$ cat src/rtl/wcs_pkg.sv
package wcs_pkg;

    // Which value the read bus carries in the next cycle.
    typedef enum logic [1:0] {
        SRC_NONE   = 2'd0,
        SRC_ARRAY  = 2'd1,
        SRC_STATUS = 2'd2
    } src_e;

    // Bit positions inside the status image, counted from the MSB.
    localparam int POLL_OFS = 1;
    localparam int TOG_OFS  = 2;

endpackage

$ cat src/rtl/wcs_strobe_decode.sv
module wcs_strobe_decode (
    input  logic ce_n,
    input  logic oe_n,
    input  logic rd_prev,
    output logic rd_act,
    output logic rd_start
);

    always_comb begin
        rd_act   = !ce_n && !oe_n;
        rd_start = rd_act && !rd_prev;
    end

endmodule

$ cat src/rtl/wcs_toggle_next.sv
module wcs_toggle_next (
    input  logic busy,
    input  logic busy_prev,
    input  logic rd_start,
    input  logic tog_q,
    output logic tog_d
);

    logic base;

    always_comb begin
        // A fresh programming cycle starts the toggle from zero.
        base  = (busy && !busy_prev) ? 1'b0 : tog_q;
        tog_d = (busy && rd_start) ? !base : base;
    end

endmodule

$ cat src/rtl/wcs_image_mux.sv
module wcs_image_mux
    import wcs_pkg::*;
#(
    parameter int DATA_W = 8
) (
    input  src_e              src,
    input  logic              poll_src_bit,
    input  logic              tog,
    input  logic [DATA_W-1:0] array_rdata,
    output logic [DATA_W-1:0] image
);

    localparam int POLL_BIT = DATA_W - POLL_OFS;
    localparam int TOG_BIT  = DATA_W - TOG_OFS;

    logic [DATA_W-1:0] status;

    always_comb begin
        status           = '0;
        status[POLL_BIT] = !poll_src_bit;
        status[TOG_BIT]  = tog;
        unique case (src)
            SRC_ARRAY:  image = array_rdata;
            SRC_STATUS: image = status;
            default:    image = '0;
        endcase
    end

endmodule

$ cat src/rtl/wcs_reporter.sv
module wcs_reporter
    import wcs_pkg::*;
#(
    parameter int DATA_W = 8
) (
    input  logic              clk,
    input  logic              rst_n,
    input  logic              ce_n,
    input  logic              oe_n,
    input  logic              prog_busy,
    input  logic [DATA_W-1:0] last_wdata,
    input  logic [DATA_W-1:0] array_rdata,
    output logic [DATA_W-1:0] rd_data,
    output logic              rd_drive
);

    typedef struct packed {
        logic              rd_prev;
        logic              busy_prev;
        logic              tog;
        logic              drive;
        logic [DATA_W-1:0] data;
    } st_t;

    st_t st_d, st_q;

    logic rd_act, rd_start, tog_d;
    src_e src;
    logic [DATA_W-1:0] image;

    wcs_strobe_decode u_dec (
        .ce_n     (ce_n),
        .oe_n     (oe_n),
        .rd_prev  (st_q.rd_prev),
        .rd_act   (rd_act),
        .rd_start (rd_start)
    );

    wcs_toggle_next u_tog (
        .busy      (prog_busy),
        .busy_prev (st_q.busy_prev),
        .rd_start  (rd_start),
        .tog_q     (st_q.tog),
        .tog_d     (tog_d)
    );

    always_comb begin
        if (!rd_act)        src = SRC_NONE;
        else if (prog_busy) src = SRC_STATUS;
        else                src = SRC_ARRAY;
    end

    wcs_image_mux #(.DATA_W(DATA_W)) u_mux (
        .src          (src),
        .poll_src_bit (last_wdata[DATA_W-1]),
        .tog          (tog_d),
        .array_rdata  (array_rdata),
        .image        (image)
    );

    always_comb begin
        st_d           = st_q;
        st_d.rd_prev   = rd_act;
        st_d.busy_prev = prog_busy;
        st_d.tog       = tog_d;
        st_d.drive     = rd_act;
        st_d.data      = image;
    end

    always_ff @(posedge clk) begin
        if (!rst_n) st_q <= '0;
        else        st_q <= st_d;
    end

    assign rd_data  = st_q.data;
    assign rd_drive = st_q.drive;

endmodule

$ cat config.mk
export PLATFORM = sky130hd
export DESIGN_NAME = wcs_reporter
export DESIGN_NICKNAME = d
export VERILOG_FILES = /design/src/rtl/wcs_pkg.sv /design/src/rtl/wcs_strobe_decode.sv /design/src/rtl/wcs_toggle_next.sv /design/src/rtl/wcs_image_mux.sv /design/src/rtl/wcs_reporter.sv
export SDC_FILE = /design/constraint.sdc
export NUM_CORES = 1
export LEC_CHECK = 0
export ABC_CLOCK_PERIOD_IN_PS = 1000
export BUFFER_PORTS_ARGS = -buffer_cell sky130_fd_sc_hd__buf_4
export CAP_MARGIN = 15
export CORE_AREA = 2 2 39 41
export CTS_BUF_LIST = sky130_fd_sc_hd__clkbuf_8
export CTS_CLUSTER_DIAMETER = 200
export DETAILED_ROUTE_END_ITERATION = 10
export DIE_AREA = 0 0 41 43
export GPL_TIMING_DRIVEN = 0
export PLACE_DENSITY = 0.66
export SLEW_MARGIN = 20
export SYNTH_ARGS = -nofsm -noshare
export SYNTH_HDL_FRONTEND = slang
export SYNTH_SLANG_ARGS = --single-unit
$ cat constraint.sdc
create_clock -name clk -period 1 [get_ports clk]
set_input_delay 0.3 -clock clk [delete_from_list [all_inputs] [get_ports clk]]
set_output_delay 0.3 -clock clk [all_outputs]
set_load 0.005 [all_outputs]
# Word-level counts from Yosys, hierarchy flattened
# Cells that the tools add are included.
dict set report totals {
  regBits 11
  out_inout_bits 9
  wordCells 21
  inputBits 21
}
dict set report classes {
  muxes 5
  n_eq_ne 2
  reduce_logical 10
}
# op count
set ops {}
lappend ops {{$pmux W8 S2} 1}
lappend ops {{$logic_not A1 Y1} 6}
lappend ops {{$logic_and A1 B1 Y1} 4}
lappend ops {{$mux W2} 2}
lappend ops {{$eq A2 B1 Y1 const B} 1}
lappend ops {{$eq A2 B2 Y1 const B} 1}
lappend ops {{$mux W1} 2}

# Longest topological paths before layout
dict set report depth {
  word_depth 6
  mapped_depth 3
  mapped_depth_nobuf 3
}

# Hierarchy
# From an unflattened synthesis, not the netlist that was laid out.
dict set report hier_totals {
  cells_unflattened 55
  area_unflattened_um2 523.0
}
# mod seq_area_each_um2 cells_per_inst area_each_um2 n_inst
set by_module_without_submodules {}
lappend by_module_without_submodules {wcs_reporter 220.2 33 372.9 1}
lappend by_module_without_submodules {wcs_image_mux 0.0 16 110.1 1}
lappend by_module_without_submodules {wcs_toggle_next 0.0 4 26.3 1}
lappend by_module_without_submodules {wcs_strobe_decode 0.0 2 13.8 1}

# Worst setup path after synthesis
# OpenSTA, ideal clock, no wires.
dict set report synth_timing {
  kind {input -> register}
  start {input oe_n}
  end {register st_q, in the netlist rd_data[0]}
  setup_time_ps 59
  required_ps 941
  n_path_buf 0
  cell_stages 3
  setup_slack_ps 3
  arrival_time_ps 939
  cell_sequence {or3b_4 > nor2_4 > and2_1}
}
dict set report synth_between {
  elab_chain_len 5
  elab_cells_between_ends 6
  classes_between {eq/ne (2); mux (2); reduce/logical (2)}
}
# element line
set synth_lines {}
lappend synth_lines {{from (decl)} wcs_reporter.sv:9} ;# input logic oe_n,
lappend synth_lines {{$logic_not A1 Y1 (*)} wcs_strobe_decode.sv:10} ;# rd_act = !ce_n && !oe_n;
lappend synth_lines {{$logic_and A1 B1 Y1 (*)} wcs_strobe_decode.sv:10}
lappend synth_lines {{$mux W2 (*)} wcs_reporter.sv:48} ;# if (!rd_act) src = SRC_NONE;
lappend synth_lines {{$eq A2 B2 Y1 or $eq A2 B1 Y1 (tied branches)} wcs_image_mux.sv:22} ;# unique case (src)
lappend synth_lines {{$pmux W8 S2 (*)} wcs_image_mux.sv:22}
lappend synth_lines {{to (signal assigned)} wcs_reporter.sv:72} ;# else st_q <= st_d;
lappend synth_lines {{to (decl)} wcs_reporter.sv:25} ;# st_t st_d, st_q;
# Every way passes the cells marked *; elsewhere a longest branch is shown, timed or not.
# A chain may end at the register's enable or synchronous reset.

# Worst setup path in the final report
dict set report layout_timing {
  start {register st_q, in the netlist rd_drive}
  end {output rd_drive}
}
# element line
set layout_rtl {}
lappend layout_rtl {{to (decl)} wcs_reporter.sv:14} ;# output logic rd_drive
# No word-level cell between the ends.

==> results_dict.tcl <==
set metrics [dict create \
    via_per_inst 4.26 \
    die_h_um 43 \
    drt_iter0_drc 8 \
    cts_tree "yes" \
    max_slew_margin_pct 86.0 \
    root_buffer "clkbuf_8" \
    fin_area_um2 616 \
    hp-class "input pin to register" \
    violations "setup timing" \
    synth_area_um2 378 \
    syn_to_final_growth_pct 62.9 \
    fin_ws_ps -1.63 \
    total_power_mw 0.965 \
    die-area_um2 1760 \
    coreArea_um2 1380 \
    cellPowerDensity_nw_per_um2 1570 \
    yosys_warnings 0 \
    critPathArrivalTime_ps 700 \
    crit_path_max_fanout 4 \
    hold_violations 0 \
    synth.distinct_cells 20 \
    wl_per_cell_um 10.1 \
    m1WireLength_um 292 \
    place.gp.congestion 0.678 \
    cp_slowest_cell "dfxtp_4" \
    hold_ws_ps 270 \
    period_share_pct 100 \
    wl_met3_um 120 \
    critPathRequiredTime_ps 700 \
    grt_max_degree 9 \
    min_period_ps 1000 \
    yosysSeqAreaShare_pct 58.3 \
    grt_overflow 0 \
    io_buffers 21 \
    antenna_found_initial 0 \
    fin_tns_setup_ps -1.63 \
    vias 328 \
    postSynthCellCount 35 \
    leakage_nw 0.301 \
    r2r_slack_ps 30 \
    final_nets 83 \
    io_pins 30 \
    worst_setup_path_end_kind "output port" \
    layoutNonFillerInstCount 77 \
    cp_cell_sequence "buf_6" \
    fmaxAchievable_mhz 998 \
    peakVddDrop_mv 1.20 \
    cp-start-kind "register" \
    path_delay_family "flip-flops" \
    outcome "finished with violations" \
    crit_path_max_incr_delay_ps 360 \
    fin_skew_ps 4.62 \
    grt.total_usage_pct 8.77 \
    worst-path-buf-inv 1 \
    first_global_vias 266 \
    rsz0062_at_grt "true" \
    crit_type "register to output port" \
    grt_pass1_wl_mm 1.01 \
    dp_cells 72 \
    avgSynthCellArea_um2 10.8 \
    post-dp-hpwl_um 567 \
    path_clk_slew_ps 50 \
    clockBufferDepth 2 \
    top_layer_used "met3" \
    wl_met2_um 361 \
    mappedNetlistNets 56 \
    drive_gt1_share_pct 50.8 \
    cts_made_buffers 3 \
    max_cap_viol_count 0 \
    dr.pass1.iters 4 \
    ant_nets 0 \
    antenna_cells 0 \
    die_w_um 41 \
    h-tree-depth 1 \
    row_count 14 \
    dpl-instance-area_um2 556 \
    drv_slew 0 \
    cts_sinks 11 \
    synth-seq-cells 11 \
    routed_wirelength_um 775 \
    tightest_slew_ps 209 \
    initial_core_util_pct 27.3 \
    drc 0 \
    setup_viol 1 \
    clk_latency_ps 230 \
]
-- layout by cell type, fill, tap and decap left out, types with 2 or more instances in the layout --
cell and count:
buf_4 21, dfxtp_1 10, and2_1 6, clkbuf_8 3
inv_1 2
-- report_power, final --
| part | leakage, nW | internal, mW | switching (mW) |
|---|---|---|---|
| clock | 0.0269 | 0.268 | 0.152 |
| combinational | 0.183 | 0.0592 | 0.0288 |
| sequential | 0.0903 | 0.450 | 0.00680 |
| total | 0.301 | 0.778 | 0.188 |
-- stage by stage --
stage / worst slack [ps] / utilization [%]
3_5_place_dp: -195 / 40.1
4_1_cts: 3.19 / 44.3
3_3_place_gp: -175 / 40.1
2_1_floorplan: 2.67 / -
5_1_grt: -19.7 / 44.5
6_report: -1.63 / 44.5
-- state kept, by name (all words and copies together), names as in the netlist --
name / cells
rd_data: 8
st_q: 2
rd_drive: 1
-- path summary, 6_finish.rpt --
path / cells past startpoint / startpoint / end
max: 1 / rd_drive$_SDFF_PN0_ / rd_drive
min: 2 / array_rdata[3] / rd_data[3]$_SDFF_PN0_
max reg2reg: 3 / rd_drive$_SDFF_PN0_ / st_q[9]$_SDFF_PN0_
min reg2reg: 2 / st_q[9]$_SDFF_PN0_ / rd_data[6]$_SDFF_PN0_
-- cell usage after synthesis --
| cell type | count | area (µm²) |
|---|---|---|
| a21boi_1 | 1 | 7.51 |
| a31oi_1 | 1 | 6.26 |
| and2_1 | 6 | 37.5 |
| and2_2 | 1 | 7.51 |
| and3_1 | 1 | 6.26 |
| buf_2 | 1 | 5.00 |
| dfxtp_1 | 11 | 220 |
| inv_1 | 1 | 3.75 |
| inv_2 | 1 | 3.75 |
| mux2i_1 | 1 | 10.0 |
| nand2_1 | 1 | 3.75 |
| nand2b_1 | 1 | 6.26 |
| nand3b_1 | 1 | 7.51 |
| nand4_1 | 1 | 6.26 |
| nor2_1 | 1 | 3.75 |
| nor2_4 | 1 | 11.3 |
| nor3_1 | 1 | 5.00 |
| o21a_1 | 1 | 7.51 |
| o31ai_1 | 1 | 7.51 |
| or3b_4 | 1 | 11.3 |
-- kinds of logic after synthesis --
| group | after synthesis | share of synthesized area, % |
|---|---|---|
| and+or+nand+nor | 16 | 28.1 |
| DFF | 11 | 58.3 |
| AOI/OAI and AO/OA | 4 | 7.62 |
| buffers and inverters | 3 | 3.31 |
| muxes | 1 | 2.65 |
-- layout make-up --
cell class	count	area, µm²
Fill cell	137	768
Sequential cell	11	224
Timing Repair Buffer	22	169
Multi-Input combinational cell	21	145
Clock buffer	3	41.3
Tap cell	16	20.0
Inverter	2	7.51
Buffer	1	5.00
Clock inverter	1	3.75
-- per-layer routing --
layer  vias up  GRT usage, %
met2        21          13.1
met5         -             0
met4         0          2.00
met1       141          9.77
li1        166             -
met3         0          6.28
-- repair_timing --
action | in CTS | in global routing
buffers inserted | 1 | 0
hold buffers | 0 | 0
resized for setup | 2 | 1
setup endpoints to repair | 1 | 1
No activity file was read; power rests on OpenSTA's default activity.
